## src/rtl/i2c_brg_pkg.sv

```systemverilog
`timescale 1ns/1ps
// Package: field widths and the latched configuration type of the
// I2C bit-rate divider. Assumes the exponent field sits below the
// linear field in the configuration word.
package i2c_brg_pkg;
    localparam int BRG_N_W   = 3;               // exponent field width
    localparam int BRG_M_W   = 4;               // linear field width
    localparam int BRG_EXP_W = BRG_N_W + 1;     // exponent plus variant offset
    localparam int BRG_PRE_W = 1 << BRG_N_W;    // prescaler counter width

    typedef struct packed {
        logic               alt;  // 1: 2^N prescaler, 0: 2^(N+1)
        logic [BRG_M_W-1:0] m;
        logic [BRG_N_W-1:0] n;
    } brg_cfg_t;
endpackage

```

## src/rtl/brg_cfg_hold.sv

```systemverilog
`timescale 1ns/1ps
// brg_cfg_hold: captures configuration writes and the variant select
// into a pending copy, and moves the pending copy into the active copy
// only while the divider is idle. Assumes run is synchronous to clk.
module brg_cfg_hold
    import i2c_brg_pkg::*;
#(
    parameter int CFG_W = BRG_N_W + BRG_M_W
) (
    input  logic             clk,
    input  logic             rst_n,
    input  logic             we,
    input  logic [CFG_W-1:0] wdata,
    input  logic             alt_in,
    input  logic             run,
    output brg_cfg_t         act
);
    brg_cfg_t pend_q;
    brg_cfg_t pend_d;
    brg_cfg_t act_q;

    // Next pending value: a write replaces both fields, the mode is followed live.
    always_comb begin
        pend_d     = pend_q;
        pend_d.alt = alt_in;
        if (we) begin
            pend_d.n = wdata[BRG_N_W-1:0];
            pend_d.m = wdata[BRG_N_W +: BRG_M_W];
        end
    end

    // Pending copy always updates; active copy only loads while idle.
    always_ff @(posedge clk) begin
        if (!rst_n) begin
            pend_q <= '0;
            act_q  <= '0;
        end else begin
            pend_q <= pend_d;
            if (!run) begin
                act_q <= pend_d;
            end
        end
    end

    assign act = act_q;
endmodule

```

## src/rtl/brg_pow2_prescale.sv

```systemverilog
`timescale 1ns/1ps
// brg_pow2_prescale: power-of-two prescaler. Its length is 2^(N+1) in
// the default variant and 2^N in the alternate one. Asserts term for one
// clock at the last count. Assumes n and alt are stable while run is high.
module brg_pow2_prescale
    import i2c_brg_pkg::*;
(
    input  logic                 clk,
    input  logic                 rst_n,
    input  logic                 run,
    input  logic                 alt,
    input  logic [BRG_N_W-1:0]   n,
    output logic                 term,
    output logic [BRG_PRE_W-1:0] cnt,
    output logic [BRG_PRE_W-1:0] limit
);
    logic [BRG_EXP_W-1:0] expo;
    logic [BRG_PRE_W-1:0] cnt_q;

    // Effective exponent: N, plus one for the default variant.
    assign expo = {1'b0, n} + {{(BRG_EXP_W-1){1'b0}}, ~alt};

    // Terminal count is 2^expo - 1: one mask bit per position below expo.
    for (genvar i = 0; i < BRG_PRE_W; i++) begin : g_mask
        assign limit[i] = (BRG_EXP_W'(i) < expo);
    end

    assign term = run && (cnt_q == limit);

    // Count up to the limit, wrap to zero; held at zero while idle.
    always_ff @(posedge clk) begin
        if (!rst_n || !run) begin
            cnt_q <= '0;
        end else if (term) begin
            cnt_q <= '0;
        end else begin
            cnt_q <= cnt_q + BRG_PRE_W'(1);
        end
    end

    assign cnt = cnt_q;
endmodule

```

## src/rtl/brg_lin_stage.sv

```systemverilog
`timescale 1ns/1ps
// brg_lin_stage: linear (M+1) stage. A down counter steps on each
// prescaler terminal. At zero it raises adv and reloads M. Assumes m is
// stable while run is high.
module brg_lin_stage
    import i2c_brg_pkg::*;
(
    input  logic               clk,
    input  logic               rst_n,
    input  logic               run,
    input  logic               pre_term,
    input  logic [BRG_M_W-1:0] m,
    output logic               adv,
    output logic [BRG_M_W-1:0] cnt
);
    logic [BRG_M_W-1:0] cnt_q;

    assign adv = pre_term && (cnt_q == '0);

    // Decrement per prescaler terminal, reload M at zero, clear while idle.
    always_ff @(posedge clk) begin
        if (!rst_n || !run) begin
            cnt_q <= '0;
        end else if (pre_term) begin
            cnt_q <= (cnt_q == '0) ? m : cnt_q - BRG_M_W'(1);
        end
    end

    assign cnt = cnt_q;
endmodule

```

## src/rtl/brg_scl_phase.sv

```systemverilog
`timescale 1ns/1ps
// brg_scl_phase: turns divider advances into registered sub-bit ticks,
// a phase index modulo SUB_TICKS, the SCL level (low for the first half,
// high for the second) and one-clock edge strobes. Assumes SUB_TICKS is
// even and at least 2.
module brg_scl_phase #(
    parameter int SUB_TICKS = 10,
    localparam int PH_W = $clog2(SUB_TICKS),
    localparam int HALF = SUB_TICKS / 2,
    localparam int LAST = SUB_TICKS - 1
) (
    input  logic            clk,
    input  logic            rst_n,
    input  logic            run,
    input  logic            adv,
    output logic            tick,
    output logic            scl,
    output logic            rise,
    output logic            fall,
    output logic [PH_W-1:0] phase
);
    logic [PH_W-1:0] ph_q;
    logic [PH_W-1:0] ph_d;
    logic            tick_q;
    logic            scl_q;
    logic            rise_q;
    logic            fall_q;

    // Next phase: advance on each tick, wrap after the last sub-tick.
    always_comb begin
        ph_d = ph_q;
        if (adv) begin
            ph_d = (ph_q == PH_W'(LAST)) ? '0 : ph_q + PH_W'(1);
        end
    end

    // Register phase, tick, level and strobes; all cleared while idle.
    always_ff @(posedge clk) begin
        if (!rst_n || !run) begin
            ph_q   <= '0;
            tick_q <= 1'b0;
            scl_q  <= 1'b0;
            rise_q <= 1'b0;
            fall_q <= 1'b0;
        end else begin
            ph_q   <= ph_d;
            tick_q <= adv;
            scl_q  <= (ph_d >= PH_W'(HALF));
            rise_q <= adv && (ph_q == PH_W'(HALF - 1));
            fall_q <= adv && (ph_q == PH_W'(LAST));
        end
    end

    assign tick  = tick_q;
    assign scl   = scl_q;
    assign rise  = rise_q;
    assign fall  = fall_q;
    assign phase = ph_q;
endmodule

```

## src/rtl/i2c_bitrate_gen.sv

```systemverilog
`timescale 1ns/1ps
// i2c_bitrate_gen: top of the I2C bit-rate divider. It chains the
// configuration holder, the power-of-two prescaler, the linear stage and
// the SCL phase generator. Assumes all inputs are synchronous to clk.
module i2c_bitrate_gen
    import i2c_brg_pkg::*;
#(
    parameter int SUB_TICKS = 10,
    localparam int PH_W  = $clog2(SUB_TICKS),
    localparam int CFG_W = BRG_N_W + BRG_M_W
) (
    input  logic             clk,
    input  logic             rst_n,
    input  logic             cfg_we,
    input  logic [CFG_W-1:0] cfg_wdata,
    input  logic             alt_mode,
    input  logic             run,
    output logic             sub_tick,
    output logic             scl_level,
    output logic             scl_rise,
    output logic             scl_fall,
    output logic [PH_W-1:0]  phase
);
    brg_cfg_t             cfg_act;
    logic                 pre_term;
    logic [BRG_PRE_W-1:0] pre_cnt;
    logic [BRG_PRE_W-1:0] pre_lim;
    logic                 adv;
    logic [BRG_M_W-1:0]   lin_cnt;

    brg_cfg_hold #(.CFG_W(CFG_W)) u_cfg (
        .clk    (clk),
        .rst_n  (rst_n),
        .we     (cfg_we),
        .wdata  (cfg_wdata),
        .alt_in (alt_mode),
        .run    (run),
        .act    (cfg_act)
    );

    brg_pow2_prescale u_pre (
        .clk   (clk),
        .rst_n (rst_n),
        .run   (run),
        .alt   (cfg_act.alt),
        .n     (cfg_act.n),
        .term  (pre_term),
        .cnt   (pre_cnt),
        .limit (pre_lim)
    );

    brg_lin_stage u_lin (
        .clk      (clk),
        .rst_n    (rst_n),
        .run      (run),
        .pre_term (pre_term),
        .m        (cfg_act.m),
        .adv      (adv),
        .cnt      (lin_cnt)
    );

    brg_scl_phase #(.SUB_TICKS(SUB_TICKS)) u_ph (
        .clk   (clk),
        .rst_n (rst_n),
        .run   (run),
        .adv   (adv),
        .tick  (sub_tick),
        .scl   (scl_level),
        .rise  (scl_rise),
        .fall  (scl_fall),
        .phase (phase)
    );
endmodule

```

## config.mk

```make
export PLATFORM = sky130hd
export DESIGN_NAME = i2c_bitrate_gen
export DESIGN_NICKNAME = d
export VERILOG_FILES = /design/src/rtl/i2c_brg_pkg.sv /design/src/rtl/brg_cfg_hold.sv /design/src/rtl/brg_pow2_prescale.sv /design/src/rtl/brg_lin_stage.sv /design/src/rtl/brg_scl_phase.sv /design/src/rtl/i2c_bitrate_gen.sv
export SDC_FILE = /design/constraint.sdc
export NUM_CORES = 1
export LEC_CHECK = 0
export ABC_AREA = 1
export BUFFER_PORTS_ARGS = -buffer_cell sky130_fd_sc_hd__buf_2
export CORE_MARGIN = 1.5
export CORE_UTILIZATION = 50
export DETAILED_ROUTE_END_ITERATION = 16
export PLACE_DENSITY = 0.7
export SLEW_MARGIN = 20
export SYNTH_ARGS = -nofsm -noshare
export SYNTH_HDL_FRONTEND = slang
export SYNTH_SLANG_ARGS = --single-unit
```

## constraint.sdc

```tcl
create_clock -name clk -period 5.1 [get_ports clk]
set_input_delay 1.02 -clock clk [delete_from_list [all_inputs] [get_ports clk]]
set_output_delay 1.02 -clock clk [all_outputs]
set_load 0.02 [all_outputs]
```

==> metrics.txt <==
syn nets 264; DRT antenna net count 0; Worst Max-Slew Pin Slew 0.386 ns; Tcrit/Tclk final 41.3%; max-slew violation count 0; Die Ht 62.2 microns; via count 1618; CTS Sinks 35; Detailed Routing Iterations Pass 1 4; worst-skew pair later-pin latency 0.34 ns; Max Cap Viol 0; startpoint types flip-flop; die area 0.00387 sq mm; Final Hold Viols 0; Crit. End Element flip-flop; fraction of layout cells with a size suffix above 1 14.7%; slowest stage delay, CP 0.33 ns; CP startpoint u_cfg.act[7]; worst r2r src u_cfg.act[7]; final net count 288; Hold Buf Count CTS 0; Num CTS Buffers 5; standard-cell rows 21; CP Capture Point u_ph.scl; register area share after synthesis 40.0%; Area Overhead vs Synth 12.1%; Synth Register Bits 35; minimum clock period 2.11 ns; clock slew at reported path FFs 0.09 ns; CTS tree done; synth warn 0; worst hold slack 0.486 ns; Peak supply drop 0.222 mV; Worst Hold Class flip-flop to flip-flop; wire per inst 10.5 microns; post-DR vias/cell 5.07; post-synth top area share 40.0%; number of synthesized flops with an enable pin 0; Critical Path AT 2.39 ns; port bufs 19; ranking of synthesized cells by area dfxtp_1, nand2_1, nor2_1; area leader, netlist dfxtp_1; leakage power 0.960 nW; Total GRT Usage 19.8%; Final Wtd Congestion 0.846; Unique masters post-synth 28; Synth top cells by count nand2_1, nor2_1, dfxtp_1, inv_1, o21ai_0; Placed Instances 311; vias in the first global route 1464; initial antenna violation count 0; initial core utilization 52.5%; die width 62.2 microns; fmax 0.474 GHz; grt total ovfl 0; crit-path cells inv_1 > ha_1 > ha_1 > inv_1 > nand2_1 > o21ai_2 > nand3_1 > nor2_1 > nand4_2 > nand2_1 > nand3_2 > nand2_1 > nand2_1 > nand2_1; r2r worst-path depth 14; CP Max Fanout 5; fraction of registers with async set/reset 0%; post-CTS sizing 0; Synth Area per Inst 7.07 sq um; r2r setup slk 2.99 ns; synthesized cell area 0.00175 sq mm; Setup CP Type flip-flop to flip-flop; postcts setup bufs 0; Final setup viols 0; DRC 0; H-tree depth 2; Clock Tree Buf Depth 2; core area 0.00334 sq mm; pwr dens 282 mW/mm^2; unrepaired setup endpoints after global routing false; total length of routed wires 3350 microns; diode count 0; Initial DRC Count 86; Top FF cell, synth dfxtp_1; I/O pins 20; Crit path top cell by count nand2_1; largest net degree at the start of global routing 13; Post-DP HPWL 2670 microns; run status finished, final reports clean; most numerous cell in the Yosys netlist nand2_1; Critical Path RT 5.38 ns; Rel. slew slack 74.3%; Cells after Synth 248; first-pass GRT wire length 6240 microns; TNS Setup 0 ns; post-route clock skew 0.0102 ns; clk root buf clkbuf_4; Cell Count, Final, Fillers Out 319; reg2reg end u_ph.scl; CP max-delay cell dfxtp_1
where the power goes:
group / internal, mW / switching [mW]
registers: 0.285 / 0.00672
clock network: 0.0811 / 0.0849
logic: 0.0345 / 0.0617
per-stage QoR:
step	power, mW	util, %	worst slack (ns)	instance area (sq um)
2_1_floorplan	0.372	-	3.09	1750
3_3_place_gp	0.392	56.8	2.89	1900
3_5_place_dp	0.393	56.8	2.80	1900
4_1_cts	0.560	58.9	3.00	1960
5_1_grt	0.590	58.9	2.76	1960
6_report	0.553	58.9	2.99	1960
per-layer routing:
| layer | track usage [%] | vias up | share of wire (%) |
|---|---|---|---|
| met5 | 0 | - | 0 |
| met4 | 8.33 | 0 | 1.7 |
| met3 | 4.35 | 5 | 5.4 |
| met2 | 31.1 | 38 | 45 |
| met1 | 26.4 | 716 | 48 |
| li1 | - | 859 | - |
final cells by class:
type | instances | area, sq um
Sequential cell | 35 | 701
Fill cell | 325 | 1370
Inverter | 36 | 135
Clock buffer | 8 | 68.8
Timing Repair Buffer | 19 | 95.1
Multi-Input combinational cell | 175 | 907
Tap cell | 46 | 57.6
state kept, by name (all words and copies together) (netlist names):
signal,cells
u_cfg.act,8
u_pre.cnt,8
u_cfg.pend_q,7
u_lin.cnt,4
u_ph.phase,4
u_ph.fall,1
u_ph.rise,1
u_ph.scl,1
u_ph.tick,1
worst max-delay path: cells and delay by family (launching register included):
family,cells,cell delay [ns]
adders and majority gates,2,0.54
AOI/OAI and AO/OA,1,0.15
DFF,1,0.33
buffers and inverters,2,0.13
and+or+nand+nor,9,0.93
worst min-delay path by stage:
stage	startpoint	end	slack, ns	cells after the start
finish	u_cfg.act[7]	u_cfg.act[7]	0.49	2
global route	u_cfg.act[7]	u_cfg.act[7]	0.50	2
CTS	u_cfg.act[7]	u_cfg.act[7]	0.49	2
detailed placement	u_cfg.act[4]	u_cfg.act[4]	0.47	1
global placement	u_cfg.act[7]	u_cfg.act[7]	0.45	2
floorplan	u_cfg.act[7]	u_cfg.act[7]	0.44	2
cells in the final DEF (no fill, tap or decap):
cell       n
a211oi_1   1
a21oi_1    8
and2_1     1
buf_2     19
clkbuf_1   1
clkbuf_4   5
clkbuf_8   2
clkinv_1   1
dfxtp_1   35
ha_1       4
inv_1     35
nand2_1   50
nand2_2    4
nand2_4    1
nand2b_1   1
nand3_1   13
nand3_2    4
nand3b_1   2
nand4_1    9
nand4_2    1
nor2_1    39
nor2_2     3
nor3_1     3
nor3b_1    1
nor4_1     2
o211ai_1   1
o21ai_0   15
o21ai_1    1
o21ai_2    1
o22a_1     5
xor2_1     5
kinds of logic after synthesis:
kind of cell | Yosys count | share of synthesized area [%]
compound gates | 32 | 10.7
buf+inv | 38 | 8.28
simple gates | 134 | 35.7
fa+ha+maj | 4 | 2.86
xor+xnor | 5 | 2.50
flops | 35 | 40.0
Note: power is estimated with default switching activity, not from simulation.
